$ cat src/rtl/hintfetch_pkg.sv
package hintfetch_pkg;
  localparam int LAT_W = 3;
  typedef logic [LAT_W-1:0] lat_t;

  typedef enum logic [1:0] {
    ST_IDLE  = 2'd0,
    ST_ISSUE = 2'd1,
    ST_WAIT  = 2'd2,
    ST_OUT   = 2'd3
  } fstate_e;

  function automatic lat_t worst_lat(input int num_lat);
    return (num_lat == 2) ? lat_t'(2) : lat_t'(5);
  endfunction
endpackage

$ cat src/rtl/hintfetch_latmap.sv
module hintfetch_latmap
  import hintfetch_pkg::*;
#(
  parameter int NUM_LAT = 3,
  parameter int HINT_W  = 2
) (
  input  logic [HINT_W-1:0] code,
  output lat_t              lat
);
  generate
    if (NUM_LAT == 2) begin : g_two
      always_comb lat = code[0] ? lat_t'(2) : lat_t'(1);
    end else begin : g_three
      always_comb begin
        if (code >= HINT_W'(2)) lat = lat_t'(5);
        else                    lat = lat_t'(3) + lat_t'(code);
      end
    end
  endgenerate
endmodule

$ cat src/rtl/hintfetch_timer.sv
module hintfetch_timer
  import hintfetch_pkg::*;
(
  input  logic clk,
  input  logic rst_n,
  input  logic load,
  input  logic abort,
  input  lat_t lat_in,
  output logic busy,
  output logic expire
);
  lat_t cnt_q;

  always_ff @(posedge clk) begin
    if (!rst_n) begin
      busy  <= 1'b0;
      cnt_q <= '0;
    end else if (abort) begin
      busy <= 1'b0;
    end else if (load) begin
      busy  <= 1'b1;
      cnt_q <= lat_in - lat_t'(1);
    end else if (busy) begin
      if (cnt_q == '0) busy <= 1'b0;
      else             cnt_q <= cnt_q - lat_t'(1);
    end
  end

  assign expire = busy && (cnt_q == '0);

  AST_NO_RELOAD: assert property (@(posedge clk) disable iff (!rst_n)
    load |-> !busy);
  AST_WAIT_KEEPS: assert property (@(posedge clk) disable iff (!rst_n)
    (busy && !expire && !abort) |=> busy);
endmodule

$ cat src/rtl/hintfetch_linebuf.sv
module hintfetch_linebuf #(
  parameter int DW     = 32,
  parameter int WPB    = 4,
  parameter int TAG_W  = 28,
  parameter int WIDX_W = 2
) (
  input  logic              clk,
  input  logic              rst_n,
  input  logic              fill,
  input  logic [TAG_W-1:0]  fill_tag,
  input  logic [WPB*DW-1:0] fill_data,
  input  logic [TAG_W-1:0]  look_tag,
  input  logic [WIDX_W-1:0] look_widx,
  output logic              hit,
  output logic [DW-1:0]     word
);
  logic             valid_q;
  logic [TAG_W-1:0] tag_q;
  logic [DW-1:0]    data_q [WPB];

  always_ff @(posedge clk) begin
    if (!rst_n) begin
      valid_q <= 1'b0;
      tag_q   <= '0;
    end else if (fill) begin
      valid_q <= 1'b1;
      tag_q   <= fill_tag;
    end
  end

  generate
    for (genvar g = 0; g < WPB; g++) begin : g_word
      always_ff @(posedge clk) begin
        if (fill) data_q[g] <= fill_data[g*DW +: DW];
      end
    end
  endgenerate

  assign hit  = valid_q && (tag_q == look_tag);
  assign word = data_q[look_widx];
endmodule

$ cat src/rtl/hintfetch_ctrl.sv
module hintfetch_ctrl
  import hintfetch_pkg::*;
#(
  parameter int AW       = 32,
  parameter int DW       = 32,
  parameter int WPB      = 4,
  parameter int NUM_LAT  = 3,
  parameter int HINT_POS = 24,
  parameter int BR_POS   = 26,
  parameter int CNT_W    = 16
) (
  input  logic              clk,
  input  logic              rst_n,
  input  logic              req_valid,
  output logic              req_ready,
  input  logic [AW-1:0]     req_pc,
  output logic              out_valid,
  input  logic              out_ready,
  output logic [DW-1:0]     out_instr,
  input  logic              flush,
  output logic              cache_rd_en,
  output logic [AW-1:0]     cache_rd_addr,
  input  logic [WPB*DW-1:0] cache_rd_data,
  input  logic              cache_rd_ok,
  output logic [CNT_W-1:0]  stall_cnt
);
  localparam int   WIDX_W  = $clog2(WPB);
  localparam int   OFF     = WIDX_W + 2;
  localparam int   TAG_W   = AW - OFF;
  localparam int   HINT_W  = (NUM_LAT == 2) ? 1 : 2;
  localparam lat_t LAT_MAX = worst_lat(NUM_LAT);

  fstate_e            state_q;
  logic [TAG_W-1:0]   tag_q;
  logic [WIDX_W-1:0]  widx_q;
  logic [DW-1:0]      out_q;
  logic [HINT_W-1:0]  hint_q;
  logic               force_q;
  logic [CNT_W-1:0]   stall_q;

  logic [TAG_W-1:0]   req_tag;
  logic [WIDX_W-1:0]  req_widx;
  logic               accept, buf_hit, fill, delivered, tmr_load, tmr_busy, tmr_expire;
  logic [DW-1:0]      buf_word;
  lat_t               hint_lat, lat_used;

  assign req_tag   = req_pc[AW-1:OFF];
  assign req_widx  = req_pc[OFF-1:2];
  assign req_ready = !flush && ((state_q == ST_IDLE) || ((state_q == ST_OUT) && out_ready));
  assign accept    = req_valid && req_ready;
  assign out_valid = (state_q == ST_OUT);
  assign out_instr = out_q;
  assign delivered = out_valid && out_ready;
  assign tmr_load  = (state_q == ST_ISSUE) && !flush;
  assign fill      = (state_q == ST_WAIT) && tmr_expire && !flush;
  assign lat_used  = force_q ? LAT_MAX : hint_lat;

  assign cache_rd_en   = (state_q == ST_ISSUE);
  assign cache_rd_addr = {tag_q, {OFF{1'b0}}};
  assign stall_cnt     = stall_q;

  hintfetch_linebuf #(.DW(DW), .WPB(WPB), .TAG_W(TAG_W), .WIDX_W(WIDX_W)) u_buf (
    .clk(clk), .rst_n(rst_n), .fill(fill), .fill_tag(tag_q), .fill_data(cache_rd_data),
    .look_tag(req_tag), .look_widx(req_widx), .hit(buf_hit), .word(buf_word)
  );

  hintfetch_latmap #(.NUM_LAT(NUM_LAT), .HINT_W(HINT_W)) u_map (
    .code(hint_q), .lat(hint_lat)
  );

  hintfetch_timer u_tmr (
    .clk(clk), .rst_n(rst_n), .load(tmr_load), .abort(flush), .lat_in(lat_used),
    .busy(tmr_busy), .expire(tmr_expire)
  );

  always_ff @(posedge clk) begin
    if (!rst_n) begin
      state_q <= ST_IDLE;
      tag_q   <= '0;
      widx_q  <= '0;
      out_q   <= '0;
    end else if (flush) begin
      state_q <= ST_IDLE;
    end else begin
      unique case (state_q)
        ST_IDLE, ST_OUT: begin
          if (accept) begin
            tag_q  <= req_tag;
            widx_q <= req_widx;
            if (buf_hit) begin
              out_q   <= buf_word;
              state_q <= ST_OUT;
            end else begin
              state_q <= ST_ISSUE;
            end
          end else if (delivered) begin
            state_q <= ST_IDLE;
          end
        end
        ST_ISSUE: state_q <= ST_WAIT;
        ST_WAIT: begin
          if (tmr_expire) begin
            out_q   <= cache_rd_data[widx_q*DW +: DW];
            state_q <= ST_OUT;
          end
        end
        default: state_q <= ST_IDLE;
      endcase
    end
  end

  // Longest wait after reset or redirect, cleared when a read is launched
  always_ff @(posedge clk) begin
    if (!rst_n)        force_q <= 1'b1;
    else if (flush)    force_q <= 1'b1;
    else if (tmr_load) force_q <= 1'b0;
  end

  // Hint pickup from a handed-over block-end or branch-flagged word
  always_ff @(posedge clk) begin
    if (!rst_n) begin
      hint_q <= '0;
    end else if (delivered && ((widx_q == WIDX_W'(WPB-1)) || out_q[BR_POS])) begin
      hint_q <= out_q[HINT_POS +: HINT_W];
    end
  end

  always_ff @(posedge clk) begin
    if (!rst_n) stall_q <= '0;
    else if ((state_q == ST_ISSUE) || (state_q == ST_WAIT)) stall_q <= stall_q + CNT_W'(1);
  end

  AST_ALIGNED: assert property (@(posedge clk) disable iff (!rst_n)
    req_valid |-> (req_pc[1:0] == 2'b00));
  AST_RD_PULSE: assert property (@(posedge clk) disable iff (!rst_n)
    cache_rd_en |=> !cache_rd_en);
  AST_HIT_NO_READ: assert property (@(posedge clk) disable iff (!rst_n)
    (accept && buf_hit) |=> (out_valid && !cache_rd_en));
  AST_WAIT_TIMED: assert property (@(posedge clk) disable iff (!rst_n)
    (state_q == ST_WAIT) |-> tmr_busy);
  AST_HINT_COVERS: assert property (@(posedge clk) disable iff (!rst_n)
    fill |-> cache_rd_ok);
  AST_OUT_HOLD: assert property (@(posedge clk) disable iff (!rst_n)
    (out_valid && !out_ready && !flush) |=> (out_valid && $stable(out_instr)));
  AST_FLUSH_DROPS: assert property (@(posedge clk) disable iff (!rst_n)
    flush |=> !out_valid);
endmodule

$ cat config.mk
export PLATFORM = sky130hd
export DESIGN_NAME = hintfetch_ctrl
export DESIGN_NICKNAME = d
export VERILOG_FILES = /design/src/rtl/hintfetch_pkg.sv /design/src/rtl/hintfetch_latmap.sv /design/src/rtl/hintfetch_timer.sv /design/src/rtl/hintfetch_linebuf.sv /design/src/rtl/hintfetch_ctrl.sv
export SDC_FILE = /design/constraint.sdc
export NUM_CORES = 1
export LEC_CHECK = 0
export BUFFER_PORTS_ARGS = -buffer_cell sky130_fd_sc_hd__buf_2
export CORE_MARGIN = 2
export CORE_UTILIZATION = 30
export DETAILED_ROUTE_END_ITERATION = 7
export PLACE_DENSITY_LB_ADDON = 0.05
export SLEW_MARGIN = 20
export SYNTH_ARGS = -nofsm -noshare
export SYNTH_HDL_FRONTEND = slang
export SYNTH_SLANG_ARGS = --single-unit
$ cat constraint.sdc
create_clock -name clk -period 3.6 [get_ports clk]
set_input_delay 0.72 -clock clk [delete_from_list [all_inputs] [get_ports clk]]
set_output_delay 0.72 -clock clk [all_outputs]
set_load 0.02 [all_outputs]
==> results of run 1 <==
==> state kept, by name, summed over array words and instances, names as in the netlist <==
register and cells:
force_q 1, u_tmr.busy 1, hint_q 2, u_buf.valid_q 1
tag_q 28, widx_q 2, u_buf.data_q 128, u_buf.tag_q 28
stall_cnt 16, u_tmr.cnt_q 3, out_instr 32, state_q 2
==> power breakdown <==
part | total, uW | switching (uW) | internal [uW] | leakage, uW
registers | 2980 | 30.2 | 2950 | 0.00209
clock network | 2760 | 1150 | 1610 | 0.000437
logic | 570 | 319 | 251 | 0.00223
total | 6320 | 1500 | 4810 | 0.00476
==> worst paths after layout <==
check,startpoint,end,slack (ps)
min,cache_rd_data[80],u_buf.data_q[2][16],360
max,u_tmr.cnt_q[0],u_buf.data_q[3][21],1050
min reg2reg,tag_q[2],u_buf.tag_q[2],470
max reg2reg,u_tmr.cnt_q[0],u_buf.data_q[3][21],1050
==> layout by cell type (no fill, tap or decap), types with 23 or more instances in the layout <==
| master | count |
|---|---|
| nor2_1 | 30 |
| buf_2 | 241 |
| a311oi_2 | 28 |
| a21oi_2 | 28 |
| dfxtp_1 | 114 |
| nand2_1 | 126 |
| clkbuf_16 | 31 |
| edfxtp_1 | 128 |
| mux2i_1 | 37 |
| mux4_2 | 64 |
| xor2_1 | 23 |
| a21oi_1 | 73 |
==> final cells by class <==
type                    instances  share of cell area
inverters                       5             0.00197
clock inverters                11             0.00346
diodes                          8             0.00150
flip-flops and latches        244               0.462
well taps                     461              0.0432
repair buffers                258               0.106
clock buffers                  45              0.0635
multi-input cells             488               0.319
==> worst reg2reg max path, stage by stage, from the launching register on <==
cell     delay [ps]
dfxtp_1         340
or4b_4          560
or3b_2          540
inv_6           400
buf_4           390
==> cells by family after synthesis <==
logic type,after synthesis,share of synthesized area
muxes,101,0.169
xor gates and xnor gates,43,0.0350
and+or+nand+nor,194,0.0773
DFF,244,0.574
other,1,0.000349
adders and majority gates,6,0.00699
AOI/OAI and AO/OA,140,0.105
buffers and inverters,68,0.0332
==> metal layers <==
layer  share of wire  wire [um]
met4           0.014        405
met3           0.066       1870
met5          0.0016         46
met1            0.44      12300
met2            0.48      13700
==> per-stage QoR <==
stage | total power [uW] | cell area [sq um] | std cells | hold WS (ps) | setup slack (ps)
CTS | 6440 | 13300 | 1512 | 328 | 1000
detailed placement | 3630 | 12400 | 1456 | 456 | 675
finish | 6320 | 13400 | 1520 | 359 | 1050
global route | 6600 | 13400 | 1516 | 330 | 797
floorplan | 3400 | 10800 | 800 | 432 | 161
global placement | 3630 | 12400 | 1456 | 444 | 713
==> metrics.md, run 1 <==
| Metric | Value |
|---|---|
| Ys async rst share | 0 |
| Primary FF master, synth | edfxtp_1 |
| GPL Wtd Cong | 0.728 |
| Total gr overflow | 0 |
| Post-DP HPWL | 18900 um |
| Crit path max fanout | 49 |
| Seq/Total Area, Yosys | 0.574 |
| Top post-synthesis cells by area | edfxtp_1, dfxtp_1, mux4_2 |
| Ys Warns | 0 |
| Area of the multi-input gates | 0.00426 sq mm |
| Vias in the first global route | 7382 |
| Worst VDD drop | 350 uV |
| Post-CTS sizing | 0 |
| Met2 Resource Use GR | 0.249 |
| Hold path cells | 1 |
| Critical path cell sequence | or4b_4, or3b_2, inv_6, buf_4 |
| Longest Clk Path Bufs | 3 |
| Per-cell routed wire length | 18.6 um |
| PortBufs | 241 |
| Largest net degree at the start of global routing | 76 |
| Fin crit share | 0.708 |
| Static leakage | 0.00476 uW |
| Final Hold Violating Endpoints | 0 |
| DRT iter0 DRCs | 301 |
| Setup Crit Path Kind | reg -> reg |
| Clock Root Buffer | clkbuf_16 |
| CP Depth | 4 |
| Via Count | 7148 |
| Crit path required time | 3830 ps |
| Crit path buf inv count | 2 |
| Die X | 193 um |
| Clock transition at path regs | 60 ps |
| Yosys reg bits | 244 |
| Detailed Routing Iterations Pass 1 | 4 |
| First-pass GRT wire length | 43900 um |
| Critical path's slowest cell | or4b_4 |
| Setup violations, final | 0 |
| Slew headroom | 0.535 |
| Synth cell types | 41 |
| Yosys top cell area share | 0.358 |
| Fmax achieved | 0.392 GHz |
| Critical Path Start Type | register |
| Clock Latency Late Sink | 550 ps |
| Busiest layer in global routing | met2 |
| Setup crit end kind | register |
| Met3 Resource Use GR | 0.0445 |
| PD cells | 473 mW/mm^2 |
| Cts hold-fix bufs | 0 |
| Mapped Area | 0.0107 sq mm |
| Worst-Margin Slew | 698 ps |
| Most common cell in the netlist | edfxtp_1 |
| Synth Area per Inst | 13.5 sq um |
| Starting Density | 0.304 |
| RSZ-0062 raised after global routing | no |
| Number of buffers created by CTS | 30 |
| CTS sink cnt | 244 |
| Number of remaining DRC errors | 0 |
| Area grow syn2layout | 24.4% |
| Nets | 1199 |
| Setup Total Neg Slack | 0 ps |
| Most frequent cells after synthesis | edfxtp_1, nand2_1, dfxtp_1 |
| Post-CTS Setup Inserts | 0 |
| Tmin final | 2550 ps |
| Final Core Density | 0.378 |
| Antenna Nets Post-Route | 0 |
| Final wirelength | 28300 um |
| Htree depth | 1 |
| Number of vias per cell | 4.70 |
| Status | completed |
| Register area | 0.00617 sq mm |
| Met1 global-route usage | 0.193 |
| Max-slew violations | 0 |
| Final setup skew | 9.78 ps |
| CP top delay family | simple AND/OR/NAND/NOR gates |
| Initial antenna violation count | 10 |
| Fillers | 3558 |
| Worst reg2reg path depth | 4 |
| Max Cap Viol | 0 |
| Row cnt | 69 |
| Die height | 193 um |
| Hold Crit Class | in -> reg |
| Die ar. | 0.0373 sq mm |
| Core Box Area | 0.0354 sq mm |
| GRT Total Usage | 0.150 |
| Worst path max stage delay | 560 ps |
| Post-synth top area cell | edfxtp_1 |
| Syn Inst Count | 797 |
| Critical path arrival | 2780 ps |
| CTS tree | yes |
| I/O pin count | 249 |
| Share of layout cells above drive strength 1 | 0.405 |
| Number of enable flip-flop cells after synthesis | 128 |
No activity file was read; power rests on OpenSTA's default activity.
==> run 2: changes to the inputs <==
==> constraint.sdc (replaced) <==
create_clock -name clk -period 2.3 [get_ports clk]
set_input_delay 0.46 -clock clk [delete_from_list [all_inputs] [get_ports clk]]
set_output_delay 0.46 -clock clk [all_outputs]
set_load 0.02 [all_outputs]
==> run 2 against run 1 <==
  * Total power is 65% higher
  * Clock skew grew 5.0 ps
  * Sequential cell count unchanged
  * Via count grew 2.7%
  * Non-clock buffer count up 25
  * Count of clock-buffer cells in the layout decreased by 1
  * Clock power rose by 73%
  * Global-route usage up 0.18 points
  * Critical path depth stayed put
  * Register-to-register slack got worse by 970 ps
  * Highest routed layer unchanged
==> metrics.md, run 2 (synthesized netlist as in run 1, its figures left out) <==
| Metric | Value |
|---|---|
| Status | completed |
| First-pass GRT wire length | 44800 um |
| Critical path cell sequence | or4b_4, or3b_2, inv_6, buf_12 |
| Hold_sp | cache_rd_data[27] |
| RSZ-0062 raised after global routing | no |
| Largest net degree at the start of global routing | 46 |
| Routed wl met2 | 13800 um |
| Most frequent cells in the layout | buf_2, edfxtp_1, nand2_1 |
| Worst reg2reg startpoint | u_tmr.cnt_q[0] |
| DRT iter0 DRCs | 309 |
| Hold Slack | 91.3 ps |
| Worst-Margin Slew | 690 ps |
| Via Count | 7338 |
| Vias in the first global route | 7644 |
| CP top delay family | simple AND/OR/NAND/NOR gates |
| Final non-filler cell total | 1542 |
| Critical path's slowest cell | or4b_4 |
| Area grow syn2layout | 28.9% |
| Hold Crit Class | in -> reg |
| Tmin final | 2220 ps |
| Post-DP HPWL | 19400 um |
| Met1 Wirelength | 12800 um |
| Clock Root Buffer | clkbuf_16 |
| Number of vias per cell | 4.76 |
| GRT Total Usage | 0.151 |
| Clock transition at path regs | 60 ps |
| Htree depth | 1 |
| Max-slew violations | 0 |
| PortBufs | 241 |
| Critical path arrival | 2460 ps |
| Die X | 193 um |
| Starting Density | 0.304 |
| Detailed Routing Iterations Pass 1 | 6 |
| Flip-flop count of the largest register after layout | 128 |
| Worst VDD drop | 518 uV |
| GPL Wtd Cong | 0.719 |
| CTS tree | yes |
| Nets | 1224 |
| Antenna Nets Post-Route | 0 |
| Row cnt | 69 |
| Die height | 193 um |
| Clock Latency Late Sink | 550 ps |
| Longest Clk Path Bufs | 3 |
| Final Hold Violating Endpoints | 0 |
| Critical Path Start Type | register |
| Fin crit share | 0.965 |
| Final setup skew | 14.8 ps |
| Crit path max fanout | 37 |
| Initial antenna violation count | 9 |
| Worst path max stage delay | 570 ps |
| Top Layer Used | met5 |
| Die ar. | 0.0373 sq mm |
| Largest Register | u_buf.data_q |
| Setup Crit Path Kind | reg -> reg |
| Inst Count DP | 1476 |
| Setup violations, final | 0 |
| Slew headroom | 0.540 |
| Most common cell after layout, fill and taps aside | buf_2 |
| Number of buffers created by CTS | 30 |
| Setup Total Neg Slack | 0 ps |
| Share of layout cells above drive strength 1 | 0.430 |
| Crit path required time | 2540 ps |
| Static leakage | 0.00501 uW |
| Post-route setup slack | 80.7 ps |
| I/O pin count | 249 |
| WL met3 | 2050 um |
| Max Cap Viol | 0 |
| Crit path buf inv count | 2 |
| Worst Setup SP | u_tmr.cnt_q[0] |
| Setup crit end kind | register |
| Fillers | 3465 |
| Place WS | -126 ps |
| CTS sink cnt | 244 |
| Cts hold-fix bufs | 0 |
| Final wirelength | 29100 um |
| Per-cell routed wire length | 18.9 um |
| Total gr overflow | 0 |
| Core Box Area | 0.0354 sq mm |
| Fmax achieved | 0.451 GHz |
| Number of remaining DRC errors | 0 |
| PD cells | 751 mW/mm^2 |
run 2: changes by cell type in the layout (fill, tap and decap cells not counted), sizes merged:
| cell | delta |
|---|---|
| clkinv | -1 |
| bufinv | +2 |
| diode | -3 |
| buf | +23 |
| clkbuf | +1 |
run 2: cell type report:
cell class / instances / area, sq um / share of cell area
tap: 461 / 577 / 0.0417
inverter: 5 / 26.3 / 0.00190
clock buffer: 44 / 907 / 0.0655
clock inverter: 12 / 105 / 0.00759
timing repair buffer: 283 / 1790 / 0.129
antenna: 5 / 12.5 / 0.000904
multi-input combinational: 488 / 4260 / 0.308
sequential: 244 / 6170 / 0.445
run 2: worst paths after layout:
kind / endpoint / depth (start not counted) / slack, ps
max: u_buf.data_q[2][8] / 4 / 80
min reg2reg: u_buf.tag_q[5] / 2 / 460
max reg2reg: u_buf.data_q[2][8] / 4 / 80
min: u_buf.data_q[0][27] / 1 / 90
run 2: per-stage QoR:
| stage | util | instance area (sq um) | power [uW] |
|---|---|---|---|
| finish | 0.391 | 13800 | 10400 |
| global route | 0.391 | 13800 | 10800 |
| CTS | 0.388 | 13700 | 10600 |
| detailed placement | 0.360 | 12700 | 5740 |
| global placement | 0.360 | 12700 | 5730 |
| floorplan | - | 10800 | 5320 |
run 2: routing by layer:
| layer | vias up | GRT usage |
|---|---|---|
| met5 | - | 0 |
| met4 | 8 | 0.0336 |
| met3 | 39 | 0.0441 |
| met2 | 190 | 0.250 |
| met1 | 3602 | 0.197 |
| li1 | 3499 | - |
run 2: what timing repair did:
action / 4_1_cts / 5_1_grt
gates resized for setup: 0 / 2
setup buffers: 0 / 3
endpoints found under the setup margin: 0 / 8
endpoints found under the hold margin: 0 / 0
run 2: report_power, final:
part | switching [uW] | internal [uW]
sequential | 40.0 | 4620
clock | 1840 | 2930
combinational | 527 | 443
total | 2400 | 8000
==> run 3: changes to the inputs <==
--- a/config.mk
+++ b/config.mk
@@ -5,6 +5,7 @@
 export SDC_FILE = /design/constraint.sdc
 export NUM_CORES = 1
 export LEC_CHECK = 0
+export ABC_AREA = 1
 export BUFFER_PORTS_ARGS = -buffer_cell sky130_fd_sc_hd__buf_2
 export CORE_MARGIN = 2
 export CORE_UTILIZATION = 30
==> run 3 against run 2 <==
  * Clock skew rose by 1.3 ps
  * First-iteration DRC count rose by 40%
  * Maximum frequency rose by 3.2%
  * Critical path depth rose by 2
  * Sequential power barely moved
  * Total power rose by 1.1%
  * Combinational power barely moved
  * Routed wire length rose by 24%
  * Utilization fell by 0.84 points
  * Sequential cell count did not move
  * Largest power group unchanged
==> metrics.md, run 3 <==
| Metric | Value |
|---|---|
| Crit path required time | 1840 ps |
| Final setup skew | 16.2 ps |
| Row cnt | 70 |
| I/O pin count | 249 |
| Top post-synthesis cells by area | edfxtp_1, dfxtp_1, nor2_1 |
| Post-DP HPWL | 23900 um |
| Critical Path Start Type | register |
| Ys async rst share | 0 |
| Die ar. | 0.0382 sq mm |
| GRT Total Usage | 0.186 |
| PD cells | 756 mW/mm^2 |
| Most frequent cells in the layout | buf_2, nor2_1, nand2_1 |
| Yosys reg bits | 244 |
| Synth Area per Inst | 8.59 sq um |
| Most common cell in the netlist | nor2_1 |
| Critical path arrival | 1690 ps |
| Antenna Nets Post-Route | 0 |
| PortBufs | 241 |
| Total power | 10500 uW |
| Largest Register | u_buf.data_q |
| Per-cell routed wire length | 17.9 um |
| Static leakage | 0.00570 uW |
| Yosys top cell area share | 0.349 |
| Number of buffers created by CTS | 31 |
| Number of enable flip-flop cells after synthesis | 128 |
| Mapped Area | 0.0110 sq mm |
| Post-CTS Setup Inserts | 0 |
| Fin crit share | 0.935 |
| Critical path cell sequence | ha_1, nand2_1, inv_2, nor2_1, nor2_4, buf_2 |
| Clock transition at path regs | 60 ps |
| RSZ-0062 raised after global routing | no |
| CTS tree | yes |
| Largest net degree at the start of global routing | 77 |
| Die X | 196 um |
| Most common cell after layout, fill and taps aside | buf_2 |
| Max-slew violations | 0 |
| Htree depth | 1 |
| Setup Total Neg Slack | 0 ps |
| Initial antenna violation count | 8 |
| Setup Crit Path Kind | reg -> out |
| Core Box Area | 0.0363 sq mm |
| Synth cell types | 40 |
| Hold path cells | 1 |
| GPL Wtd Cong | 0.777 |
| Placement-stage cell area | 0.0129 sq mm |
| Clock Root Buffer | clkbuf_16 |
| Number of remaining DRC errors | 0 |
| Ys Warns | 0 |
| Total gr overflow | 0 |
| Longest Clk Path Bufs | 3 |
| Share of layout cells above drive strength 1 | 0.218 |
| Die height | 196 um |
| Primary FF master, synth | edfxtp_1 |
| Nets | 1680 |
| Syn Inst Count | 1281 |
| Crit path max fanout | 4 |
| Cts hold-fix bufs | 0 |
| Most frequent cells after synthesis | nor2_1, nand2_1, o21ai_0 |
| DRT iter0 DRCs | 434 |
| CTS sink cnt | 244 |
| Setup crit end kind | output port |
| Clock Latency Late Sink | 570 ps |
| Max Cap Viol | 0 |
| Fmax achieved | 0.465 GHz |
| Critical path's slowest cell | dfxtp_1 |
| Tmin final | 2150 ps |
| Worst-Margin Slew | 610 ps |
| Post-CTS sizing | 0 |
| Detailed Routing Iterations Pass 1 | 5 |
| Seq/Total Area, Yosys | 0.560 |
| Status | completed |
| First-pass GRT wire length | 55100 um |
| Final Hold Violating Endpoints | 0 |
| Fillers | 3773 |
| Worst path max stage delay | 390 ps |
| Starting Density | 0.303 |
| Post-synth top area cell | edfxtp_1 |
| Fin area | 0.0139 sq mm |
| Worst reg2reg path depth | 8 |
| Setup violations, final | 0 |
| Number of vias per cell | 4.78 |
| Hold Crit Class | in -> reg |
| Area grow syn2layout | 26.4% |
| Vias in the first global route | 9383 |
| Via Count | 9609 |
| Worst VDD drop | 547 uV |
| Flip-flop count of the largest register after layout | 128 |
| Slew headroom | 0.593 |
| Final wirelength | 36000 um |
[run 3: critical path: cells and delay by family, from the launching register on]
kind                     cells  cell delay [ps]
adder cells (fa/ha/maj)      1              200
buffers and inverters        2              300
flip-flops                   1              390
AND/OR/NAND/NOR              3              260
[run 3: layout make-up]
cell class / instances / area [sq um] / share of cell area
Sequential cell: 244 / 6170 / 0.443
Antenna cell: 8 / 20.0 / 0.00144
Multi-Input combinational cell: 839 / 4050 / 0.291
Clock buffer: 41 / 813 / 0.0584
Inverter: 117 / 439 / 0.0316
Tap cell: 468 / 586 / 0.0421
Timing Repair Buffer: 275 / 1650 / 0.119
Clock inverter: 17 / 189 / 0.0136
[run 3: kinds of logic (layout without fill, tap and decap cells)]
logic type | Yosys count | count (layout) | share of synthesized area
compound gates | 335 | 335 | 0.173
xor+xnor | 11 | 11 | 0.00875
fa+ha+maj | 6 | 6 | 0.00682
buf+inv | 201 | 450 | 0.0746
flops | 244 | 244 | 0.560
other cells | 1 | 12 | 0.000341
simple gates | 483 | 483 | 0.176
[run 3: worst paths after layout]
path | end | from | slack (ps)
max | req_ready | state_q[1] | 150
min | u_buf.data_q[1][8] | cache_rd_data[40] | 70
max reg2reg | u_buf.tag_q[21] | state_q[0] | 310
min reg2reg | u_buf.tag_q[13] | tag_q[13] | 460
[run 3: per-stage QoR]
stage                     std cells  setup slack [ps]  utilization  hold WS, ps
after floorplan                1284              4.84            -          436
after global placement         1943               305        0.355          452
after detailed placement       1943               274        0.355          458
after CTS                      2001              91.6        0.382         36.9
after global routing           2005              32.7        0.383         47.5
final                          2009               150        0.383         74.4
[run 3: layer usage]
metal,vias to the layer above,GRT usage,wire [um]
li1,4798,-,-
met3,56,0.0434,2400
met5,-,0,50
met2,240,0.304,16600
met1,4507,0.245,16200
met4,8,0.0537,791
[run 3: where the power goes]
| group | switching, uW | internal (uW) | leakage, uW | total [uW] |
|---|---|---|---|---|
| registers | 38.6 | 4630 | 0.00209 | 4670 |
| logic | 646 | 357 | 0.00313 | 1000 |
| clock network | 1920 | 2920 | 0.000477 | 4840 |
